[config.mk]
export PLATFORM = sky130hd
export DESIGN_NAME = irq_prio_ctrl
export DESIGN_NICKNAME = d
export VERILOG_FILES = /design/src/rtl/irq_prio_ctrl.sv
export SDC_FILE = /design/constraint.sdc
export NUM_CORES = 1
export LEC_CHECK = 0
export BUFFER_PORTS_ARGS = -buffer_cell sky130_fd_sc_hd__buf_4
export CORE_AREA = 3 3 54 56
export CTS_CLUSTER_SIZE = 20
export DETAILED_ROUTE_END_ITERATION = 7
export DIE_AREA = 0 0 57 59
export PLACE_DENSITY_LB_ADDON = 0.05
export SYNTH_ARGS = -nofsm -noshare
export SYNTH_HDL_FRONTEND = slang
export SYNTH_SLANG_ARGS = --single-unit
[constraint.sdc]
create_clock -name clk -period 1 [get_ports clk]
set_input_delay 0.05 -clock clk [delete_from_list [all_inputs] [get_ports clk]]
set_output_delay 0.05 -clock clk [all_outputs]
set_load 0.02 [all_outputs]
[src/rtl/irq_prio_ctrl.sv]
module irq_prio_ctrl #(
  parameter int N_SRC = 8,
  localparam int VEC_W = $clog2(N_SRC + 2)
) (
  input  logic             clk,
  input  logic             rst_n,
  input  logic [N_SRC-1:0] src_req,
  input  logic             nmi_in,
  input  logic             brk_req,
  input  logic             i_mask,
  input  logic             reg_wr,
  input  logic             reg_addr,
  input  logic [N_SRC-1:0] reg_wdata,
  output logic [N_SRC-1:0] reg_rdata,
  input  logic             irq_ack,
  output logic             irq_req,
  output logic [VEC_W-1:0] irq_vec
);

  logic [N_SRC-1:0] flag_q, en_q, cand;
  logic             nmi_d, nmi_pend;
  logic             any_req;
  logic [VEC_W-1:0] sel_vec;

  wire wr_flags = reg_wr & ~reg_addr;
  wire wr_en    = reg_wr &  reg_addr;
  wire nmi_rise = nmi_in & ~nmi_d;
  wire nmi_ack  = irq_ack & irq_req & (irq_vec == '0);

  assign cand      = flag_q & en_q & {N_SRC{~i_mask}};
  assign any_req   = nmi_pend | brk_req | (|cand);
  assign reg_rdata = reg_addr ? en_q : flag_q;

  always_comb begin
    sel_vec = '0;
    for (int i = N_SRC - 1; i >= 0; i--)
      if (cand[i]) sel_vec = VEC_W'(i + 2);
    if (brk_req)  sel_vec = VEC_W'(1);
    if (nmi_pend) sel_vec = '0;
  end

  always_ff @(posedge clk) begin
    if (!rst_n) begin
      flag_q   <= '0;
      en_q     <= '0;
      nmi_d    <= 1'b0;
      nmi_pend <= 1'b0;
      irq_req  <= 1'b0;
      irq_vec  <= '0;
    end else begin
      flag_q   <= (wr_flags ? (flag_q & reg_wdata) : flag_q) | src_req;
      if (wr_en) en_q <= reg_wdata;
      nmi_d    <= nmi_in;
      nmi_pend <= nmi_rise | (nmi_pend & ~nmi_ack);
      irq_req  <= irq_ack ? 1'b0 : any_req;
      irq_vec  <= sel_vec;
    end
  end

endmodule

Word level (Yosys, flattened, before mapping)

Index checks and enable logic that the tools add are counted.

$add $sub $neg: 0
Multiply operators: 0
Div/mod/pow operators: 0
Magnitude comparators: 0
Equal/unequal tests: 0
Shift-type cells: 0
Mux-type cells: 11
Bitwise operators: 18
Reductions and logical operators: 7

Operator list:

| cell             | count |
|---|---|
| $and A8 B8 Y8    | 3 |
| $mux W8          | 2 |
| $mux W3          | 4 |
| $reduce_or A9 Y1 | 1 |
| $mux W4          | 2 |
| $or A8 B8 Y8     | 1 |
| $reduce_or A8 Y1 | 1 |
| $and A1 B1 Y1    | 6 |
| $not A1 Y1       | 5 |
| $reduce_or A5 Y1 | 1 |
| $logic_not A4 Y1 | 1 |
| $mux W2          | 2 |
| $reduce_or A2 Y1 | 2 |
| $or A1 B1 Y1     | 3 |
| $reduce_or A3 Y1 | 1 |
| $mux W1          | 1 |

Register bits after elaboration: 23
Bits in latches: 0
RAM bits: 0
ROM bits: 0
Input port bits: 24
Output and inout port bits: 13
Logic and storage cells: 45
Memories: 0

Depth between registers and ports, before layout

Gate-level depths: netlist of run 1.

Depth after elaboration: 11
Mapped depth: 5
Mapped depth without buffers: 4

Least setup slack after synthesis of run 1

OpenSTA, ideal clock, no wires.

Path type: reg-to-reg
From: reg irq_vec[1]
To: reg nmi_pend
Library setup time: 0.115 ns
Data arrival time: 0.909 ns
Required time: 0.885 ns
Path slack: -0.024 ns
Stages on the path, launching flop included: 5
Path buffers: 0
Period minus slack after synthesis: 1.024 ns
Path through: dfxtp_1 nor4_1 nand3_1 a21oi_1 nor2b_1

Longest elaborated chain between the ends: 5

Ends and longest elaborated chain:

| item                   | line | source |
|---|---|---|
| from (decl)            | 17   | `output logic [VEC_W-1:0] irq_vec` |
| from (signal assigned) | 56   | `irq_vec <= sel_vec;` |
| $logic_not A4 Y1       | 28   | `wire nmi_ack = irq_ack & irq_req & (irq_vec == '0);` |
| $and A1 B1 Y1          | 28   |  |
| $not A1 Y1             | 54   | `nmi_pend <= nmi_rise \| (nmi_pend & ~nmi_ack);` |
| $and A1 B1 Y1          | 54   |  |
| $or A1 B1 Y1           | 54   |  |
| to (signal assigned)   | 54   |  |
| to (decl)              | 21   | `logic nmi_d, nmi_pend;` |

No other way between the ends.
A chain may end at the register's enable or synchronous reset.

Final worst setup path of run 1

From: reg flag_q[7]
To: out reg_rdata[7]

Longest elaborated chain between the ends: 1

Ends and longest elaborated chain:

| item                   | line | source |
|---|---|---|
| from (decl)            | 20   | `logic [N_SRC-1:0] flag_q, en_q, cand;` |
| from (signal assigned) | 51   | `flag_q <= (wr_flags ? (flag_q & reg_wdata) : flag_q) \| src_req;` |
| $mux W8                | 32   | `assign reg_rdata = reg_addr ? en_q : flag_q;` |
| to (decl)              | 14   | `output logic [N_SRC-1:0] reg_rdata,` |

No other way between the ends.

==> results of run 1 <==
[how the worst min path moves through the flow]
| stage | startpoint | to | slack (ps) | depth (start not counted) |
|---|---|---|---|---|
| 2_1_floorplan | i_mask | irq_vec[3] | 130 | 1 |
| 3_3_place_gp | src_req[1] | flag_q[1] | 260 | 2 |
| 3_5_place_dp | src_req[5] | flag_q[5] | 260 | 2 |
| 4_1_cts | reg_wdata[6] | en_q[6] | 3 | 3 |
| 5_1_grt | brk_req | irq_vec[1] | -6 | 4 |
| 6_report | reg_wdata[1] | en_q[1] | 10 | 3 |
[logic make-up after synthesis]
logic type / after synthesis / synth area share (%)
AO/OA/AOI/OAI: 34 / 24.1
buffers and inverters: 7 / 4.12
flip-flops: 23 / 43.3
multiplexers: 8 / 8.48
AND/OR/NAND/NOR: 43 / 19.9
[through the flow]
step	hold slack [ps]	area (um^2)	util (%)
floorplan	127	1060	-
global placement	257	1450	58.6
detailed placement	262	1450	58.6
CTS	3.31	1840	74.3
global route	-6.24	1920	77.5
finish	13.3	1920	77.5
[Yosys cell counts, types with 2 or more instances]
cell      instances
dfxtp_1          23
nand2_1          19
o21a_1           16
nand3_1          10
a21boi_0          8
mux2_2            8
nor2_1            3
nor2b_1           3
a21oi_1           2
a41oi_1           2
buf_2             2
buf_6             2
clkbuf_1          2
nor4_1            2
[registers in the layout, summed over array words and instances, names as in the netlist]
| signal | flops |
|---|---|
| nmi_pend | 1 |
| nmi_d | 1 |
| en_q | 8 |
| irq_vec | 4 |
| flag_q | 8 |
| irq_req | 1 |
[tightest hold or removal path, delay by kind of cell]
kind            cells  cell delay (ps)
simple gates        1               50
compound gates      1               70
buf+inv             1              110
[report_power, final]
part	switching (W)	internal, W	total, W
combinational	0.000224	0.000353	0.000577
sequential	0.0000397	0.000975	0.00101
clock	0.000265	0.000155	0.000420
[repair_timing]
action / CTS / global route
hold buffers: 15 / 1
endpoints found under the hold margin: 15 / 1
buffers inserted: 7 / 1
pin swaps: 6 / 7
endpoints found under the setup margin: 13 / 14
resized for setup: 51 / 14
[layer usage]
metal	wire, um	share of wire (%)
met2	1460	49
met4	0	0
met1	1400	47
met5	0	0
met3	103	3.5
[layout make-up]
class                      count  area, um^2  area share [%]
sequential                    23         484            25.2
multi-input combinational     85         671            34.9
tap                           30        37.5            1.96
clock buffer                   4        26.3            1.37
inverter                       1        3.75           0.196
timing repair buffer          76         697            36.3
==> results.yml, run 1 <==
power:
  report.power.total_w: 0.00201
  p_per_area_nw_per_um2: 1050
  ir_drop_mv: 0.971
  power_leakage_nw: 0.843
run:
  drv.max_cap_violation_count: 0
floorplan:
  core_ar_um2: 2480
  io_pins: 37
  initial_utilization_pct: 42.9
  die_x_um: 57
  die_area_um2: 3360
  chip_height_um: 59
  rows: 18
global_route:
  grt_max_degree: 19
  grt_pass1_vias: 1081
  global_route.peak_usage_layer: "met2"
  aggregate_global_routing_overflow: 0
  global_routing_usage_on_met3_pct: 1.96
  total_grt_usage_pct: 18.8
  met2_usage_pct: 31.6
  gr-usage-met1_pct: 26.5
  grt_antenna_before_repair: 0
  grt_pass1_wl_mm: 5.00
sta:
  period_needed_ps: 1210
  rsz0062_at_grt: "true"
  tightestPinTransition_ps: 304
  relSlewSlack_pct: 79.7
  maxSlewViolCount: 0
  setup_viol_count_final: 14
  final.period_utilization_pct: 121
  fin_ws_ps: -212
  highest_clock_rate_mhz: 825
  finalHoldViolCount: 0
  tns_ps: -1900
  fin_skew_ps: 5.74
drt:
  detail_route.first_pass.iterations: 4
  postRouteAntennaNets: 0
  postRouteWirelength_mm: 2.96
  avgViaCountPerCell: 4.99
  num_vias: 1093
  wire_length_per_cell_after_detailed_routing_um: 13.5
  drtIter0Drc: 16
  drt_drc_violations_left: 0
clock_network:
  root_buffer_cell: "clkbuf_4"
  cts.clk_slew.worst_paths_ps: 120
  number_of_buffers_inserted_during_clock_tree_synthesis: 3
  clkLatencyLatePin_ps: 300
  clock-sinks: 23
  clock_tree.htree_level_count: 1
  cts_max_path_buffers: 2
  cts_tree: "yes"
yosys:
  area_share_of_the_largest_cell_type_after_synthesis_pct: 43.3
  synth-seq-cells: 23
  synth_cell_type_count: 27
  synth_enable_flop_cells: 0
  synth.area.top_cells: "dfxtp_1, o21a_1, mux2_2, nand2_1, a21boi_0"
  synth_cells: 115
  syn-mean-instance-area_um2: 9.24
  postSynthNetCount: 139
  yosys_warnings: 0
  postSynth.topFlopCell: "dfxtp_1"
  post-synth-top-area-cell: "dfxtp_1"
  ys_async_sr_fraction_pct: 0
  mappedNetlistArea_um2: 1060
  ys_seq_area_share_pct: 43.3
worst_setup_path:
  crit_arrival_ps: 1160
  reg2reg_setup_slack_ps: -150
  crit-reg2reg-capture: "irq_req"
  critical_path_s_slowest_cell: "dfxtp_2"
  maximum_fanout_count_along_the_critical_path: 2
  criticalPathCategory: "flip-flop to output pin"
  cpMostUsedCell: "buf_6"
  critPathTopFamily: "flip-flops"
  stages_on_worst_setup_path: 3
  r2r_start: "flag_q[3]"
  critical_path.n_buffers_inverters: 2
  crit_path_start_kind: "flip-flop"
  worst_r2r_path_depth: 4
  largest_stage_delay_on_the_critical_path_ps: 360
  critical_path_required_ps: 950
  cp_cell_sequence: "buf_6 -> mux2_4 -> buf_6"
  endpoint_kind: "output pin"
  critPathLaunch: "flag_q[7]"
  timing.critical_path.to: "reg_rdata[7]"
cells_and_area:
  num_antenna_cells: 0
  mostFrequentLayoutCell: "buf_4"
  fin_cells: 219
  filler_cell_count: 180
  drive_above_1_share_pct: 55.6
  design.final.nets: 214
  layout.cells.most_common_list: "buf_4, buf_6, dfxtp_2"
  syn2layout_area_growth_pct: 80.7
placed_design:
  count_of_input_and_output_buffers: 36
  place.gp.congestion: 0.863
  placed_cells_incl_taps: 191
  place.detailed.hpwl_mm: 1.92
  pre_cts_ws_ps: -81.0
outcome:
  violated_checks: "negative setup slack"
  run_status: "finished with violations"
min_path:
  timing.hold.worst.class: "primary input to flip-flop"
Power figures use the tool's default switching activity.
==> run 2, diff against run 1 <==
--- a/config.mk
+++ b/config.mk
@@ -10,7 +10,8 @@
 export CTS_CLUSTER_SIZE = 20
 export DETAILED_ROUTE_END_ITERATION = 7
 export DIE_AREA = 0 0 57 59
-export PLACE_DENSITY_LB_ADDON = 0.05
+export PLACE_DENSITY = 0.81
+export RECOVER_POWER = 100
 export SYNTH_ARGS = -nofsm -noshare
 export SYNTH_HDL_FRONTEND = slang
 export SYNTH_SLANG_ARGS = --single-unit
==> results.yml, run 2 (same netlist as run 1, synthesis figures left out) <==
outcome:
  run_status: "finished with violations"
  violated_checks: "negative setup slack"
cells_and_area:
  num_antenna_cells: 0
  syn2layout_area_growth_pct: 89.6
  design.final.nets: 225
  largest_registers: "en_q: 8 flops, flag_q: 8 flops, irq_vec: 4 flops"
  drive_above_1_share_pct: 56.5
  layout.cells.most_common_list: "buf_4, buf_6, dlygate4sd3_1"
  filler_cell_count: 138
  fin_cells: 230
  mostFrequentLayoutCell: "buf_4"
  post_route_design_area_um2: 2010
power:
  report.power.total_w: 0.00209
  power_leakage_nw: 0.880
  p_per_area_nw_per_um2: 1040
  ir_drop_mv: 0.809
worst_setup_path:
  critical_path_s_slowest_cell: "dfxtp_2"
  cpMostUsedCell: "buf_6"
  crit_arrival_ps: 1200
  largest_stage_delay_on_the_critical_path_ps: 360
  cp_cell_sequence: "buf_6 -> mux2_4 -> buf_6"
  criticalPathCategory: "flip-flop to output pin"
  critical_path_required_ps: 950
  crit_path_start_kind: "flip-flop"
  reg2reg_setup_slack_ps: -170
  r2r_start: "en_q[4]"
  maximum_fanout_count_along_the_critical_path: 2
  crit-reg2reg-capture: "irq_req"
  endpoint_kind: "output pin"
  worst_r2r_path_depth: 4
clock_network:
  cts.clk_slew.worst_paths_ps: 130
  number_of_buffers_inserted_during_clock_tree_synthesis: 3
  clock_tree.htree_level_count: 1
  cts_max_path_buffers: 2
  cts_tree: "yes"
  clkLatencyLatePin_ps: 330
  root_buffer_cell: "clkbuf_4"
  clock-sinks: 23
floorplan:
  initial_utilization_pct: 42.9
  chip_height_um: 59
  rows: 18
  io_pins: 37
  die_area_um2: 3360
  die_x_um: 57
  core_ar_um2: 2480
drt:
  num_vias: 1241
  avgViaCountPerCell: 5.40
  drtIter0Drc: 57
  postRouteWirelength_mm: 3.94
  wire_length_per_cell_after_detailed_routing_um: 17.1
  postRouteAntennaNets: 0
  detail_route.first_pass.iterations: 4
  drt_drc_violations_left: 0
run:
  drv.max_cap_violation_count: 0
min_path:
  worst_hold_path.endpoint: "nmi_d"
  timing.hold.worst.start: "rst_n"
  timing.hold.worst.class: "primary input to flip-flop"
  timing.hold.worst_path_depth: 2
sta:
  highest_clock_rate_mhz: 800
  relSlewSlack_pct: 77.7
  maxSlewViolCount: 0
  setup_viol_count_final: 13
  final.period_utilization_pct: 125
  period_needed_ps: 1250
  finalHoldViolCount: 0
  tightestPinTransition_ps: 333
  rsz0062_at_grt: "true"
  fin_ws_ps: -250
  fin_skew_ps: 5.37
  tns_ps: -2400
placed_design:
  pre_cts_ws_ps: -66.6
  count_of_input_and_output_buffers: 36
  place.gp.congestion: 0.794
  dpl-instance-area_um2: 1470
  place.detailed.hpwl_mm: 1.97
  placed_cells_incl_taps: 193
global_route:
  aggregate_global_routing_overflow: 0
  grt_pass1_vias: 1299
  grt_max_degree: 19
  total_grt_usage_pct: 24.3
  grt_pass1_wl_mm: 6.18
  grt_antenna_before_repair: 0
==> run 2: changes by cell type in the layout (fill, tap and decap cells not counted), sizes merged <==
cell	previous run	this run
buf	60	65
clkbuf	4	5
dlygate4sd3	16	21
==> run 2: how the worst max path moves through the flow <==
| stage | from | end | slack [ps] | cells after the start |
|---|---|---|---|---|
| 3_3_place_gp | flag_q[6] | irq_req | -40 | 3 |
| 6_report | flag_q[1] | reg_rdata[1] | -250 | 3 |
| 5_1_grt | flag_q[1] | reg_rdata[1] | -280 | 3 |
| 2_1_floorplan | irq_vec[2] | nmi_pend | 8 | 4 |
| 3_5_place_dp | flag_q[5] | irq_req | -70 | 3 |
| 4_1_cts | flag_q[1] | reg_rdata[1] | -230 | 3 |
==> run 2: repair_timing <==
action	in CTS	in global routing
endpoints found under the setup margin	13	14
hold endpoints to repair	19	1
hold buffers	20	1
pin swaps	6	6
buffers inserted	7	5
gates resized for setup	54	11
==> run 2: per-stage QoR <==
stage                     hold slack (ps)  util, %
after CTS                            2.60     77.6
after global routing                 9.63     81.3
final                                17.0     81.3
after floorplan                       127        -
after global placement                257     59.2
after detailed placement              264     59.2
==> run 2: cell type report <==
class,instances,area (um^2),share of cell area [%]
Inverter,1,3.75,0.186
Timing Repair Buffer,87,792,39.3
Tap cell,30,37.5,1.86
Multi-Input combinational cell,85,672,33.4
Sequential cell,23,483,24.0
Clock buffer,4,26.3,1.30
==> run 2: layer usage <==
layer  vias up  GRT usage, %  part of all wire, %  wire length (um)
li1        576             -                    -                 -
met1       586          27.0                   39              1530
met2        67          42.3                   51              2030
met5         -             0                    0                 0
met3        12          5.66                  6.4               253
met4         0          14.6                  3.4               133
==> run 2: critical path: cells and delay by family (launching register included) <==
kind     cells  cell delay [ps]
mux          1              270
flops        1              360
buf+inv      2              240
==> run 2: report_power, final <==
part / internal (W) / leakage (nW) / switching [W]
logic: 0.000373 / 0.669 / 0.000251
registers: 0.000975 / 0.196 / 0.0000421
clock network: 0.000157 / 0.0150 / 0.000294
total: 0.00150 / 0.880 / 0.000588
==> run 3, diff against run 2 <==
--- a/config.mk
+++ b/config.mk
@@ -5,11 +5,12 @@
 export SDC_FILE = /design/constraint.sdc
 export NUM_CORES = 1
 export LEC_CHECK = 0
+export ABC_AREA = 1
 export BUFFER_PORTS_ARGS = -buffer_cell sky130_fd_sc_hd__buf_4
-export CORE_AREA = 3 3 54 56
+export CORE_AREA = 3 3 53 55
 export CTS_CLUSTER_SIZE = 20
 export DETAILED_ROUTE_END_ITERATION = 7
-export DIE_AREA = 0 0 57 59
+export DIE_AREA = 0 0 56 58
 export PLACE_DENSITY = 0.81
 export RECOVER_POWER = 100
 export SYNTH_ARGS = -nofsm -noshare
==> results.yml, run 3 <==
yosys:
  yosys_warnings: 0
  synth_cell_type_count: 17
  syn-mean-instance-area_um2: 6.74
  combinational_family_with_the_most_area_after_synthesis: "simple AND/OR/NAND/NOR gates"
  synth-seq-cells: 23
  synth_simple_gate_area_share_pct: 31.6
  ys_seq_area_share_pct: 46.2
  synthTopCellsByCount: "nand2_1, dfxtp_1, nor2_1, o21ai_0, inv_1"
  postSynth.topFlopCell: "dfxtp_1"
  post-synth-top-area-cell: "dfxtp_1"
  synth.area.top_cells: "dfxtp_1, nand2_1, o21ai_0, nor2_1, inv_1"
  yosys-mux-area-fraction_pct: 0
  area_share_of_the_largest_cell_type_after_synthesis_pct: 46.2
  synth_enable_flop_cells: 0
  synth_compound_area_share_pct: 14.3
  postSynthNetCount: 172
  ys_async_sr_fraction_pct: 0
  synth_cells: 148
  synthesized_area_fraction_occupied_by_adder_cells_pct: 0
  yosys.area_share.xor_xnor_pct: 0
  mappedNetlistArea_um2: 997
  synth_most_common_cell: "nand2_1"
worst_setup_path:
  worst_r2r_path_depth: 10
  endpoint_kind: "flip-flop"
  critPathTopFamily: "simple AND/OR/NAND/NOR gates"
  largest_stage_delay_on_the_critical_path_ps: 370
  timing.critical_path.to: "irq_vec[0]"
  cpMostUsedCell: "nand2_1"
  critical_path_s_slowest_cell: "dfxtp_2"
  critical_path_required_ps: 1250
  critPathLaunch: "flag_q[7]"
  crit_arrival_ps: 1300
  reg2reg_setup_slack_ps: -60
  cp_cell_sequence: "nand2_2 -> nor2_1 -> nand2_1 -> nand2_1 -> nand2_1 -> nand2_1 -> nand2_1 -> nand2_1 -> nand2_1 -> a21oi_2"
  stages_on_worst_setup_path: 10
  critical_path.n_buffers_inverters: 0
  r2r_start: "flag_q[7]"
  maximum_fanout_count_along_the_critical_path: 2
  crit-reg2reg-capture: "irq_vec[0]"
  criticalPathCategory: "flip-flop to flip-flop"
  crit_path_start_kind: "flip-flop"
sta:
  maxSlewViolCount: 0
  relSlewSlack_pct: 81.6
  tightestPinTransition_ps: 275
  rsz0062_at_grt: "true"
  final.period_utilization_pct: 106
  fin_ws_ps: -57.3
  highest_clock_rate_mhz: 946
  setup_viol_count_final: 4
  finalHoldViolCount: 0
  period_needed_ps: 1060
  fin_skew_ps: 1.12
drt:
  detail_route.first_pass.iterations: 4
  drtIter0Drc: 20
  postRouteAntennaNets: 0
  postRouteWirelength_mm: 2.98
  num_vias: 1189
  drt_drc_violations_left: 0
  wire_length_per_cell_after_detailed_routing_um: 12.3
  avgViaCountPerCell: 4.93
cells_and_area:
  num_antenna_cells: 0
  largest_registers: "en_q: 8 flops, flag_q: 8 flops, irq_vec: 4 flops"
  drive_above_1_share_pct: 41.7
  post_route_design_area_um2: 1690
  syn2layout_area_growth_pct: 69.0
  mostFrequentLayoutCell: "buf_4"
  design.final.nets: 236
  layout.cells.most_common_list: "buf_4, nand2_1, nor2_1"
  fin_cells: 241
placed_design:
  place.detailed.hpwl_mm: 1.96
  pre_cts_ws_ps: -29.4
  placed_cells_incl_taps: 219
  dpl-instance-area_um2: 1350
  place.gp.congestion: 0.840
  count_of_input_and_output_buffers: 36
floorplan:
  io_pins: 37
  chip_height_um: 58
  die_area_um2: 3250
  initial_utilization_pct: 41.0
  rows: 18
  die_x_um: 56
  core_ar_um2: 2430
power:
  p_per_area_nw_per_um2: 1150
  power_leakage_nw: 0.821
  combinationalPowerShare_pct: 25.3
  share_clk_of_total_power_pct: 21.7
  switchingPower_w: 0.000549
  power_switching_share_pct: 28.2
  p_int_w: 0.00140
  share_seq_of_total_power_pct: 53.0
  ir_drop_mv: 0.830
clock_network:
  cts.clk_slew.worst_paths_ps: 120
  root_buffer_cell: "clkbuf_4"
  cts_tree: "yes"
  clock_tree.htree_level_count: 1
  cts_max_path_buffers: 2
  number_of_buffers_inserted_during_clock_tree_synthesis: 3
  clkLatencyLatePin_ps: 300
  clock-sinks: 23
global_route:
  grt_max_degree: 13
  aggregate_global_routing_overflow: 0
  grt_antenna_before_repair: 0
  total_grt_usage_pct: 17.9
  grt_pass1_wl_mm: 4.62
  grt_pass1_vias: 1053
min_path:
  timing.hold.worst.class: "primary input to flip-flop"
outcome:
  run_status: "finished with violations"
  violated_checks: "negative setup slack"
run:
  drv.max_cap_violation_count: 0
run 3: cell types whose count changed in the layout (fill, tap and decap cells not counted), moves of 5 or more:
cell and change:
buf_6 -13, a21boi_0 -8, o21a_1 -16, nor2_1 +17
inv_1 +13, o21ai_0 +16, a21oi_1 +9, nand2_1 +19
mux2_4 -8, dlygate4sd3_1 -5, buf_4 -8
run 3: metal layers:
layer  vias up  global-route usage [%]  share of wire (%)
li1        597                       -                  -
met2        50                    33.1                 51
met4         0                    8.81                4.1
met3        10                    2.00                4.7
met5         -                       0                  0
met1       532                    20.4                 40
run 3: power groups by stage:
stage               sequential, W  combinational (W)  clock (W)
global route              0.00104           0.000535   0.000474
detailed placement        0.00103           0.000379          0
floorplan                 0.00103           0.000184          0
CTS                       0.00102           0.000454   0.000434
global placement          0.00103           0.000367          0
finish                    0.00103           0.000492   0.000423
run 3: how the worst min path moves through the flow:
| stage | endpoint | depth (start not counted) | start |
|---|---|---|---|
| after floorplan | irq_req | 1 | irq_ack |
| after global placement | irq_req | 2 | irq_ack |
| after detailed placement | irq_req | 2 | irq_ack |
| after CTS | en_q[3] | 3 | reg_wdata[3] |
| after global routing | irq_vec[2] | 4 | brk_req |
| final | en_q[3] | 3 | reg_wdata[3] |
run 3: cells by family after synthesis:
group,Yosys count
flip-flops,23
AND/OR/NAND/NOR,77
buffers and inverters,20
AO/OA/AOI/OAI,28
run 3: layout make-up:
| class | count | area (um^2) |
|---|---|---|
| well taps | 30 | 37.5 |
| repair buffers | 61 | 536 |
| fillers | 187 | 747 |
| inverters | 18 | 67.6 |
| multi-input cells | 105 | 537 |
| flip-flops and latches | 23 | 482 |
| clock buffers | 4 | 26.3 |
run 3: what timing repair did:
item	in CTS	in global routing
endpoints found under the hold margin	16	0
gates cloned	0	0
pin swaps	4	9
resized for setup	23	27
hold buffers	16	0
setup endpoints to repair	7	13
setup buffers	1	1
run 3: worst reg2reg max path, delay by kind of cell, from the launching register on:
kind	cells	cell delay, ps
AOI/OAI and AO/OA	1	120
and+or+nand+nor	9	520
DFF	1	370
run 3: metrics by stage:
| step | hold slack, ps | power, W | util, % | setup TNS, ps |
|---|---|---|---|---|
| finish | 1.46 | 0.00195 | 69.3 | -158 |
| CTS | 0.840 | 0.00191 | 65.9 | -99.6 |
| global route | 32.7 | 0.00205 | 69.3 | -595 |
| global placement | 227 | 0.00140 | 55.3 | 0 |
| detailed placement | 240 | 0.00141 | 55.3 | -53.1 |
| floorplan | 129 | 0.00122 | - | 0 |
